<file path="config.mk">
export PLATFORM = sky130hd
export DESIGN_NAME = pm_event_timer
export DESIGN_NICKNAME = d
export VERILOG_FILES = /design/src/rtl/pm_event_timer.sv
export SDC_FILE = /design/constraint.sdc
export NUM_CORES = 1
export LEC_CHECK = 0
export BUFFER_PORTS_ARGS = -buffer_cell sky130_fd_sc_hd__clkbuf_2
export CAP_MARGIN = 20
export CORE_UTILIZATION = 50
export DETAILED_ROUTE_END_ITERATION = 8
export PLACE_DENSITY = 0.75
export SYNTH_ARGS = -nofsm -noshare
export SYNTH_HDL_FRONTEND = slang
export SYNTH_SLANG_ARGS = --single-unit
</file>
<file path="constraint.sdc">
create_clock -name clk -period 2.31 [get_ports clk]
set_clock_uncertainty 0.05 [all_clocks]
set_input_delay 0.1155 -clock clk [delete_from_list [all_inputs] [get_ports clk]]
set_output_delay 0.1155 -clock clk [all_outputs]
set_load 0.005 [all_outputs]
</file>
<file path="src/rtl/pm_event_timer.sv">
module pm_event_timer #(
  parameter int CNT_WIDTH = 32
) (
  input  logic        clk,
  input  logic        rst_n,
  input  logic        tick,
  input  logic        pwrbtn_set,
  input  logic        global_set,
  input  logic        bus_en,
  input  logic        bus_wr,
  input  logic        bus_win,
  input  logic [1:0]  bus_off,
  input  logic [1:0]  bus_size,
  input  logic [31:0] bus_wdata,
  output logic [31:0] bus_rdata,
  output logic        sci
);
  localparam logic [15:0] FLAG_MASK = 16'h0121;
  localparam int          MSB       = CNT_WIDTH - 1;

  logic [MSB:0] cnt;
  logic [15:0]  sts, en;

  logic         wr_evt, flip;
  logic [3:0]   len_mask;
  logic [3:0]   lane_hit;
  logic [7:0]   lane_sh;
  logic [31:0]  wshift;
  logic [15:0]  clr, set_bits;
  logic [31:0]  evt_word, evt_rd, cnt_rd;

  assign wr_evt   = bus_en && bus_wr && !bus_win;
  assign flip     = tick && (&cnt[MSB-1:0]);
  assign len_mask = (bus_size == 2'd0) ? 4'b0001 : (bus_size == 2'd1) ? 4'b0011 : 4'b1111;
  assign lane_sh  = {4'b0000, len_mask} << bus_off;
  assign lane_hit = wr_evt ? lane_sh[3:0] : 4'b0000;
  assign wshift   = bus_wdata << {bus_off, 3'b000};

  assign clr      = {lane_hit[1] ? wshift[15:8] : 8'h00, lane_hit[0] ? wshift[7:0] : 8'h00};
  assign set_bits = {7'b0, global_set, 2'b0, pwrbtn_set, 4'b0, flip};

  always_ff @(posedge clk) begin
    if (!rst_n) begin
      cnt <= '0;
      sts <= '0;
      en  <= '0;
    end else begin
      if (tick) cnt <= cnt + 1'b1;
      sts <= ((sts & ~clr) | set_bits) & FLAG_MASK;
      if (lane_hit[2]) en[7:0]  <= wshift[23:16];
      if (lane_hit[3]) en[15:8] <= wshift[31:24];
    end
  end

  assign evt_word = {en, sts} >> {bus_off, 3'b000};
  assign evt_rd   = (bus_size == 2'd0) ? {24'h0, evt_word[7:0]} :
                    (bus_size == 2'd1) ? {16'h0, evt_word[15:0]} : evt_word;
  assign cnt_rd   = (bus_off == 2'd0 && bus_size[1]) ? 32'(cnt) : 32'h0;

  assign bus_rdata = (bus_en && !bus_wr) ? (bus_win ? cnt_rd : evt_rd) : 32'h0;
  assign sci       = |(sts & en & FLAG_MASK);

  assert_hold_R1: assert property (@(posedge clk) disable iff (!rst_n)
    !tick |=> $stable(cnt));

  assert_flip_sets_R2: assert property (@(posedge clk) disable iff (!rst_n)
    (tick && (&cnt[MSB-1:0])) |=> sts[0]);

  assert_pwr_wins_R3: assert property (@(posedge clk) disable iff (!rst_n)
    pwrbtn_set |=> sts[5]);

  assert_glb_wins_R3: assert property (@(posedge clk) disable iff (!rst_n)
    global_set |=> sts[8]);

  assert_sci_cause_R4: assert property (@(posedge clk) disable iff (!rst_n)
    $rose(sci) |-> ($past(wr_evt) || $past(flip) || $past(pwrbtn_set) || $past(global_set)));

  assert_cnt_no_write_R8: assert property (@(posedge clk) disable iff (!rst_n)
    (bus_en && bus_wr && bus_win && !tick) |=> $stable(cnt));

  assert_idle_rdata_R11: assert property (@(posedge clk) disable iff (!rst_n)
    !(bus_en && !bus_wr) |-> bus_rdata == 32'h0);
endmodule

</file>
==> run summary <==
The run finished with clean final reports. The critical path's largest stage delay is about 0.71 ns. The design draws around 0.0019 W.

The startpoint of the worst register-to-register path is cnt[8]$_SDFFE_PN0P_. Wires add up to around 9100 um. The net count after synthesis is around 450. The CTS buffer count is 5.

Walking the worst path, the cells encountered are nand4_4, or4_1, or4_1, a21oi_1. The max-slew violation total from the final report was 0. TritonCTS built the clock tree. The arrival time at the worst endpoint came out at ~2.3 ns. The number of global-route vias before repair was 3166. The number of antenna violations at the first check in global routing came out at 0. For the pin with the worst max-slew slack, the measured transition is 0.644 ns. The global-route usage over all layers is 0.269. The routability-driven placement congestion ratio came out at between 0.9 and 1. Setup violations remaining at the end of the flow were counted as 0. The critical path is of the register to register type. The starting density of the core is 0.523. The number of maximum-capacitance constraint violations is 0. The fraction of layout cells with a size suffix above 1 came out at 0.271. The average instance area after synthesis came out at ~8.3 um^2. The number of buffers on the longest clock path is 2.

The wire length of the first global-routing pass came out at approximately 15000 um. The detail route stage leaves a number of antenna-violating nets equal to 0. Setup total negative slack on the finished layout was measured at 0 ns.

The number of levels the H-tree was split into came out at 2. The fraction of synthesized cell area taken by the top area cell type is 0.306. The worst setup path is launched from a register. The pin count of the biggest net entering global routing is 26. The number of DRC violations after detailed routing is 0. Along the worst path, the maximum fanout reaches 9. The worst-skew pair later-pin latency is 0.31 ns. Detailed placement ended at an HPWL of ~6900 um. The worst reg-to-reg setup slack is about 0.18 ns. The path class of the tightest hold or removal check is input port to register.

The pre-antenna-repair detailed-routing pass consisted of 5 iterations. The clock-pin slew of the registers on the worst-case setup and hold paths came out at approximately 0.10 ns. The biggest area contributor in the post-synthesis netlist is sky130_fd_sc_hd__dfxtp_1.

Among all flip-flop cells after synthesis, the most frequent one is sky130_fd_sc_hd__dfxtp_1. The sequential share of the synthesized area came out at 0.306. For this design, the slowest cell found on the critical path is sky130_fd_sc_hd__or4_1.

The final design instance area without fill came out at around 4000 um^2. For this run the aggregate overflow at the end of global routing stands at 0. The power density over the cells came out at about 480 nW/um^2. The post-detailed-route wirelength per cell is 16.5 um.

The count of warnings emitted by yosys came out at 0. The worst hold path begins at bus_wdata[5]. The total number of nets in the final design came out at 520. The most numerous cell type found on the critical path is sky130_fd_sc_hd__or4_1. The leakage power total came out at ~1.7 nW. The most critical setup path has its startpoint at cnt[8]$_SDFFE_PN0P_. After synthesis, the cell types taking the most area are sky130_fd_sc_hd__dfxtp_1 31%, sky130_fd_sc_hd__mux2i_1 10%, sky130_fd_sc_hd__nor2_1 7.4%, sky130_fd_sc_hd__mux4_2 5.4%, sky130_fd_sc_hd__a22oi_1 5.2%. The mapped netlist covers 3340 um^2. IR analysis of the VDD net gives a maximum drop of between 200 and 300 uV.

The floorplan die area came out at between 7000 and 8000 um^2. The setup fix buffers added after clock tree synthesis came out at 0. Setup repair after global routing left no endpoint under its margin. The standard cell area after detailed placement came out at about 3800 um^2. The count of flip-flops with a built-in enable after synthesis came out at 0. The first routing iteration left between 200 and 250 violations. The worst register-to-register path has a depth of 4.

The required time of the worst setup path is around 2.5 ns. The total via count in the routed design is 3381. The final clock period utilization by the worst path came out at 0.922. The post-synthesis instance total is around 400. The most critical setup path has its endpoint at cnt[21]$_SDFFE_PN0P_.

The number of antenna diodes in the final layout is 0. The count of buffers from port buffering came out at 76. The area of the core is around 6400 um^2. Clock tree synthesis found a total of 51 sinks.

The worst setup path is captured at a register. The tree is rooted in a sky130_fd_sc_hd__clkbuf_8. Synthesis inferred between 50 and 60 register bits.

The fraction of registers with async set or reset after synthesis is 0. The worst path in the final design needs a cycle of between 2 and 2.5 ns, including I/O delays and setup. In this run the critical register-to-register path is captured at cnt[21]$_SDFFE_PN0P_.

The number of rows in the core area came out at 29. The timing-limited maximum frequency is roughly 470 MHz. Measured against its own limit, the worst slew margin works out to 0.570. 77 I/O pins were placed. The chip height came out at roughly 84 um. The vias per cell is 6.11. The horizontal die dimension is 83.7 um. The final number of hold-violating endpoints came out at 0.

The number of different library cells used by synthesis comes to a little over 50. The area added between synthesis and finish is 19.6%.
## flip-flops by register name (all words and copies together) (netlist names)
name  flops
en       16
cnt      32
sts       3
## cells in the final DEF (no fill, tap or decap), types with 9 or more instances in the layout
cell	Yosys	final
sky130_fd_sc_hd__a21oi_1	30	30
sky130_fd_sc_hd__a22oi_1	23	23
sky130_fd_sc_hd__buf_4	0	18
sky130_fd_sc_hd__clkbuf_2	2	76
sky130_fd_sc_hd__dfxtp_1	51	51
sky130_fd_sc_hd__mux2_2	9	9
sky130_fd_sc_hd__mux2i_1	34	34
sky130_fd_sc_hd__nand2_1	19	19
sky130_fd_sc_hd__nand3_1	15	15
sky130_fd_sc_hd__nand4_1	11	11
sky130_fd_sc_hd__nor2_1	66	66
## worst min path at each step
stage	to	depth (start not counted)
final	sts[5]$_SDFF_PN0_	4
after global routing	sts[5]$_SDFF_PN0_	4
after CTS	sts[5]$_SDFF_PN0_	4
after detailed placement	sts[8]$_SDFF_PN0_	2
after global placement	sts[5]$_SDFF_PN0_	3
after floorplan	sts[5]$_SDFF_PN0_	2
## logic make-up (layout without fill, tap and decap cells)
| kind of cell | Yosys count | count (layout) | synth area share |
|---|---|---|---|
| and+or+nand+nor | 155 | 155 | 0.235 |
| adders and majority gates | 1 | 1 | 0.00375 |
| muxes | 51 | 51 | 0.186 |
| AOI/OAI and AO/OA | 93 | 93 | 0.191 |
| DFF | 51 | 51 | 0.306 |
| xor gates and xnor gates | 11 | 11 | 0.0289 |
| buffers and inverters | 42 | 114 | 0.0495 |
## cell type report
cell class / count / area [um^2]
Clock inverter: 3 / 67.6
Multi-Input combinational cell: 311 / 2170
Clock buffer: 5 / 68.8
Inverter: 10 / 37.5
Tap cell: 77 / 96.3
Sequential cell: 51 / 1020
Fill cell: 575 / 2390
Timing Repair Buffer: 96 / 536
## synthesized netlist by cell type, types with 3 or more instances
cell                       number
sky130_fd_sc_hd__and3_1         5
sky130_fd_sc_hd__nor2_1        66
sky130_fd_sc_hd__a22oi_1       23
sky130_fd_sc_hd__dfxtp_1       51
sky130_fd_sc_hd__o21ai_0        7
sky130_fd_sc_hd__nand3_1       15
sky130_fd_sc_hd__nand2_1       19
sky130_fd_sc_hd__clkbuf_1      23
sky130_fd_sc_hd__mux4_2         8
sky130_fd_sc_hd__or3_1          4
sky130_fd_sc_hd__nor3_1         5
sky130_fd_sc_hd__a21oi_1       30
sky130_fd_sc_hd__buf_2          4
sky130_fd_sc_hd__inv_1          8
sky130_fd_sc_hd__or4_1          3
sky130_fd_sc_hd__xnor2_1        8
sky130_fd_sc_hd__nor4_1         6
sky130_fd_sc_hd__nand2b_1       8
sky130_fd_sc_hd__mux2_2         9
sky130_fd_sc_hd__buf_1          3
sky130_fd_sc_hd__xor2_1         3
sky130_fd_sc_hd__mux2i_1       34
sky130_fd_sc_hd__a311oi_1       8
sky130_fd_sc_hd__nand4_1       11
sky130_fd_sc_hd__a22o_1         7
## routing by layer
metal | track usage | part of all wire | vias up
li1 | - | - | 1639
met1 | 0.349 | 0.43 | 1594
met2 | 0.455 | 0.49 | 131
met3 | 0.0475 | 0.066 | 17
met4 | 0.0817 | 0.020 | 0
met5 | 0 | 0 | -
## worst max-delay path, delay by kind of cell, from the launching register on
family / cells / cell delay [ns]
flip-flops: 1 / 0.47
AO/OA/AOI/OAI: 1 / 0.17
AND/OR/NAND/NOR: 3 / 1.36
## repair_timing
item                                   in CTS  in global routing
gates resized for setup                     0                  0
endpoints found under the hold margin       2                  0
hold buffers                                2                  0
## metrics by stage
| step | std cells | worst slack (ns) | util | hold WS [ns] |
|---|---|---|---|---|
| finish | 553 | 0.181 | 0.626 | 0.0870 |
| global route | 553 | 0.0825 | 0.626 | 0.106 |
| CTS | 553 | 0.213 | 0.626 | 0.0848 |
| detailed placement | 543 | 0.294 | 0.601 | 0.288 |
| global placement | 543 | 0.349 | 0.601 | 0.285 |
| floorplan | 404 | 0.395 | - | 0.183 |
## report_power, final
group / switching, W / total [W] / internal [W]
sequential: 0.0000191 / 0.000914 / 0.000895
combinational: 0.000151 / 0.000277 / 0.000126
clock: 0.000309 / 0.000741 / 0.000432
No activity file was read; power rests on OpenSTA's default activity.
